**src/rtl/palette_load_ctrl.sv**
```systemverilog
module palette_load_ctrl #(
  parameter int ADDR_W    = 32,
  parameter int DATA_W    = 32,
  parameter int PTR_W     = 14,
  parameter int FMT_W     = 4,
  parameter int OFS_W     = 5,
  parameter int CTL_W     = 3,
  parameter int ENTRIES   = 256,
  parameter int PTR_SHIFT = 8,
  localparam int IDX_W    = $clog2(ENTRIES),
  localparam int BYTES    = DATA_W / 8
) (
  input  logic              clk,
  input  logic              rst_n,
  input  logic              cfg_wr,
  input  logic [PTR_W-1:0]  cfg_base,
  input  logic [FMT_W-1:0]  cfg_fmt,
  input  logic              cfg_linear,
  input  logic [OFS_W-1:0]  cfg_offset,
  input  logic [CTL_W-1:0]  cfg_ctrl,
  output logic [ADDR_W-1:0] mem_raddr,
  input  logic [DATA_W-1:0] mem_rdata,
  output logic              pal_we,
  output logic [IDX_W-1:0]  pal_idx,
  output logic [DATA_W-1:0] pal_wdata,
  output logic              busy
);

  logic [PTR_W-1:0] base_q;
  logic [IDX_W-1:0] cnt_q;
  logic [IDX_W-1:0] idx_q;
  logic             busy_q;
  logic             we_q;

  wire start = cfg_wr && !busy_q && (cfg_ctrl == CTL_W'(1)) &&
               (cfg_fmt == '0) && cfg_linear && (cfg_offset == '0);
  wire last  = (cnt_q == IDX_W'(ENTRIES - 1));

  always_ff @(posedge clk) begin
    if (!rst_n) begin
      base_q <= '0;
      cnt_q  <= '0;
      idx_q  <= '0;
      busy_q <= 1'b0;
      we_q   <= 1'b0;
    end else begin
      we_q  <= busy_q;
      idx_q <= cnt_q;
      if (start) begin
        busy_q <= 1'b1;
        cnt_q  <= '0;
        base_q <= cfg_base;
      end else if (busy_q) begin
        cnt_q <= cnt_q + 1'b1;
        if (last) busy_q <= 1'b0;
      end
    end
  end

  assign mem_raddr = (ADDR_W'(base_q) << PTR_SHIFT) + ADDR_W'(cnt_q) * ADDR_W'(BYTES);
  assign pal_we    = we_q;
  assign pal_idx   = idx_q;
  assign pal_wdata = mem_rdata;
  assign busy      = busy_q;

  logic [IDX_W:0] run_q;
  always_ff @(posedge clk) begin
    if (!rst_n)      run_q <= '0;
    else if (busy_q) run_q <= run_q + 1'b1;
    else             run_q <= '0;
  end

  p_busy_len_r5: assert property (@(posedge clk) disable iff (!rst_n)
    $fell(busy_q) |-> run_q == (IDX_W+1)'(ENTRIES));

  p_refuse_swizzled_r2: assert property (@(posedge clk) disable iff (!rst_n)
    (!busy_q && cfg_wr && !cfg_linear) |=> !busy_q);

  p_refuse_modes_r3: assert property (@(posedge clk) disable iff (!rst_n)
    (!busy_q && cfg_wr && (cfg_ctrl != CTL_W'(1) || cfg_fmt != '0 || cfg_offset != '0))
    |=> !busy_q);

  p_addr_step_r4: assert property (@(posedge clk) disable iff (!rst_n)
    (busy_q && $past(busy_q)) |-> mem_raddr == $past(mem_raddr) + ADDR_W'(BYTES));

  p_first_idx_r6: assert property (@(posedge clk) disable iff (!rst_n)
    $rose(pal_we) |-> pal_idx == '0);

  p_idx_step_r5: assert property (@(posedge clk) disable iff (!rst_n)
    (pal_we && $past(pal_we)) |-> pal_idx == $past(pal_idx) + 1'b1);

  p_we_lags_busy_r6: assert property (@(posedge clk) disable iff (!rst_n)
    $fell(busy_q) |=> !pal_we);

endmodule

```
**config.mk**
```make
export PLATFORM = sky130hd
export DESIGN_NAME = palette_load_ctrl
export DESIGN_NICKNAME = d
export VERILOG_FILES = /design/src/rtl/palette_load_ctrl.sv
export SDC_FILE = /design/constraint.sdc
export NUM_CORES = 1
export LEC_CHECK = 0
export CELL_PAD_IN_SITES_DETAIL_PLACEMENT = 1
export CELL_PAD_IN_SITES_GLOBAL_PLACEMENT = 2
export CORE_ASPECT_RATIO = 0.6
export CORE_UTILIZATION = 18
export DETAILED_ROUTE_END_ITERATION = 8
export GPL_TIMING_DRIVEN = 1
export PLACE_DENSITY = 0.88
export SYNTH_ARGS = -nofsm -noshare
export SYNTH_HDL_FRONTEND = slang
export SYNTH_SLANG_ARGS = --single-unit
```
**constraint.sdc**
```tcl
create_clock -name clk -period 4.8 [get_ports clk]
set_input_delay 1.44 -clock clk [delete_from_list [all_inputs] [get_ports clk]]
set_output_delay 1.44 -clock clk [all_outputs]
set_load 0.05 [all_outputs]
```
-- Yosys cells after proc, flatten, opt, wreduce, memory -nomap -nowiden
Cells that the tools add are included.
- add/sub/neg operators: 2
- equality and inequality tests: 2
- muxes and demuxes: 3
- bitwise gates (word level): 1
- reductions and logical operators: 9
- operator list (kind ; count):
    22-bit by 10-bit adder with 23-bit output ; 1
    8-bit by 1-bit adder with 8-bit output (second input constant) ; 1
    8-bit equality test (second input constant) ; 1
    1-bit logical AND ; 5
    5-bit zero test ; 1
    4-bit zero test ; 1
    3-bit by 1-bit equality test with 1-bit output (second input constant) ; 1
    1-bit two-way mux ; 3
    2-bit OR reduction ; 1
    1-bit zero test ; 1
    1-bit NOT ; 1
- register bits after elaboration: 32

-- Depth between registers and ports, before layout
- word-level depth: 7
- gate-level depth with buffers: 6
- depth with buffers taken out: 6

-- Least setup slack after synthesis
No wires, ideal clock.
- kind: register -> output
- start: register cnt_q[6]
- end: output mem_raddr[18]
- data arrival time: 2.364 ns
- data required time: 3.360 ns
- slack: 0.996 ns
- stages on the path, launching flop included: 7
- cell sequence: dfxtp_1 -> ha_1 -> inv_1 -> fa_1 -> or3_4 -> nor3_2 -> xor2_1
- word-level cells in the longest chain between the ends: 1
- RTL lines (what ; RTL line ; source):
    start, declared ; 30 ; logic [IDX_W-1:0] cnt_q;
    start signal, assigned ; 54 ; cnt_q <= cnt_q + 1'b1;
    22-bit by 10-bit adder with 23-bit output ; 60 ; assign mem_raddr = (ADDR_W'(base_q) << PTR_SHIFT) + ADDR_W'(cnt_q) * ADDR_W'(BYTES);
    end, declared ; 21 ; output logic [ADDR_W-1:0] mem_raddr,
No other way between the ends.

-- Worst setup path after layout
Same ends and word-level chain as after synthesis.

==> reports/summary.txt <==
Status: completed
Leakage: 0.858 nW
Final Hold Viols: 0
Cts bufs inserted: 5
Clk_lat worst skew: 0.28 ns
Count leader, synth: buf_4
First-pass GRT wire length: 7320 um
Max cap viols: 0
Iteration-0 DRC Markers: 31
Routed wire length: 4550 um
Root buffer cell: clkbuf_16
Largest net degree at the start of global routing: 31
Sequential cell area: 641 um^2
CTS clk-pin slew, worst paths: 0.05 ns
Final #Nets: 304
Post-DR wirelength/cell: 12.3 um
Final worst-path cycle share: 92.0%
Slowest CP cell: clkdlybuf4s50_1
Dominant cells by area after synthesis: dfxtp_1, buf_4, xnor2_1
Layout cells sized above 1: 5.44%
Fmax: 227 MHz
Gr ovfl total: 0
Final ANT Viol Nets: 0
N_diodes: 0
DRC: 0
Clk buf depth: 2
Design area: 2360 um^2
First-pass iteration count of the detailed router: 3
Average size of a mapped cell: 8.35 um^2
Post-synthesis sequential area ratio: 35.5%
Top-area cell type share of the netlist area: 35.5%
IO Pins: 136
Post-synth EDFFs: 0
Hold Path Class: flop to flop
HPWL after DPL: 3600 um
Worst path max stage delay: 0.82 ns
Vias in the first global route: 1395
# fillers: 1122
Post-synthesis cell area: 1800 um^2
Final hold slack: 0.499 ns
Commonest cells in the netlist: buf_4, dfxtp_1, nand2_1
Row count: 27
Peak supply drop: 112 uV
Antenna violations before repair: 0
Final Max Slew Viols: 0
P&R area growth vs syn: 31.1%
Most Crowded Layer GR: met2
Cells along the critical path: ha_1, inv_1, fa_1, or3_4, nor3_2, xor2_1, clkdlybuf4s50_1
Buf+Inv Stages, Crit Path: 2
Starting Density: 19.1%
Critical path launch point type: flop
Post-CTS Hold Buffers: 0
Final Setup Violations: 0
Worst Skew: 0.00552 ns
All-layer global routing usage: 9.08%
Cell Area, Placed: 2220 um^2
Die Ht: 79.6 um
Die X: 131 um
Worst EP required: 3.36 ns
CTS tree: yes
Synth Register Bits: 32
Asr flop ratio synth: 0%
Core area: 9460 um^2
Met3 Usage GRT: 4.00%
Top cell type by total area after synthesis: dfxtp_1
Final min period: 4.41 ns
WS Path Type: flop to output port
Resized Gates After CTS: 0
DIE AREA: 10400 um^2
# Post-CTS Setup Buffers: 0
Util after Layout: 25.0%
RD Place Congestion: 0.647
Pwr dens: 269 nW/um^2
Drt via density: 3.73
Arr. time, crit path: 2.97 ns
CP Capture Type: output port
Ys Warns: 0
Met2 Track Usage GR: 13.8%
Crit-path max FO: 4
H-tree levels: 2
Synth Flop Type: dfxtp_1
Rel. slew slack: 42.6%
M1 GR Usage: 11.6%
RSZ-0062 raised after global routing: no
Total number of vias: 1377
Final TNS setup: 0 ns
CP top delay family: buffers and inverters
Unique cell type count in the Yosys netlist: 29
Least-Margin Pin Slew: 0.858 ns
Cell count after synthesis: 216
CTS sink count: 32
Port buffer count: 60
Area of the multi-input gates: 785 um^2
-- routing by layer --
metal,vias to the layer above,part of all wire [%]
li1,694,-
met1,628,50
met2,50,41
met3,5,7.8
met4,0,1.1
met5,-,0
-- final cells by class --
type / count / share of cell area, %
Multi-Input combinational cell: 133 / 33.2
Sequential cell: 32 / 27.1
Timing Repair Buffer: 62 / 26.0
Tap cell: 130 / 6.88
Clock buffer: 8 / 6.19
Inverter: 4 / 0.635
-- worst paths after layout --
| kind | to | cells past startpoint | slack [ns] | startpoint |
|---|---|---|---|---|
| setup / recovery | mem_raddr[18] | 7 | 0.39 | cnt_q[6] |
| hold / removal | base_q[13] | 2 | 0.50 | base_q[13] |
| setup reg to reg | cnt_q[5] | 5 | 3.26 | busy |
| hold reg to reg | base_q[13] | 2 | 0.50 | base_q[13] |
-- state kept, by name (all words and copies together) (netlist names) --
name,flops
base_q,14
busy,1
cnt_q,8
pal_idx,8
pal_we,1
-- power breakdown --
group	leakage [nW]	switching [mW]	internal, mW
Combinational	0.529	0.0303	0.0234
Clock	0.0712	0.109	0.206
Sequential	0.258	0.0000122	0.266
Total	0.858	0.140	0.496
-- cells by family (layout without fill, tap and decap cells) --
family | Yosys count | count (layout) | share of synthesized area [%]
mux | 1 | 1 | 0.555
other cells | 1 | 11 | 0.208
buf+inv | 61 | 74 | 23.1
xor+xnor | 19 | 19 | 9.22
compound gates | 17 | 17 | 4.99
simple gates | 81 | 81 | 23.2
flops | 32 | 32 | 35.5
fa+ha+maj | 4 | 4 | 3.19
-- per-stage QoR --
step	power, mW	setup slack, ns	cells
after floorplan	0.377	0.996	226
after global placement	0.325	0.734	361
after detailed placement	0.325	0.662	361
after CTS	0.644	0.361	369
after global routing	0.662	0.200	369
final	0.635	0.386	369
-- tightest hold or removal path, delay by kind of cell, from the launching register on --
kind | cells | cell delay, ns
AOI/OAI and AO/OA | 1 | 0.07
DFF | 1 | 0.32
and+or+nand+nor | 1 | 0.06
-- layout by cell type, fill, tap and decap left out --
| master | instances |
|---|---|
| nor3_1 | 2 |
| clkdlybuf4s50_1 | 60 |
| and2_1 | 9 |
| nand3_1 | 17 |
| mux2i_1 | 1 |
| a21boi_0 | 1 |
| dfxtp_1 | 32 |
| o21ai_0 | 15 |
| fa_1 | 1 |
| ha_1 | 3 |
| nor2_1 | 13 |
| inv_1 | 4 |
| clkbuf_8 | 1 |
| nor3_2 | 1 |
| nor2b_1 | 1 |
| nand4_1 | 7 |
| buf_4 | 2 |
| a21o_1 | 1 |
| conb_1 | 11 |
| nor4b_2 | 1 |
| nand2_2 | 2 |
| nand2_1 | 22 |
| and3_1 | 2 |
| nor4b_1 | 2 |
| or3_4 | 1 |
| xnor2_1 | 11 |
| nor3b_1 | 1 |
| xor2_1 | 8 |
| clkbuf_1 | 2 |
| clkbuf_16 | 5 |
Note: power is estimated with default switching activity, not from simulation.
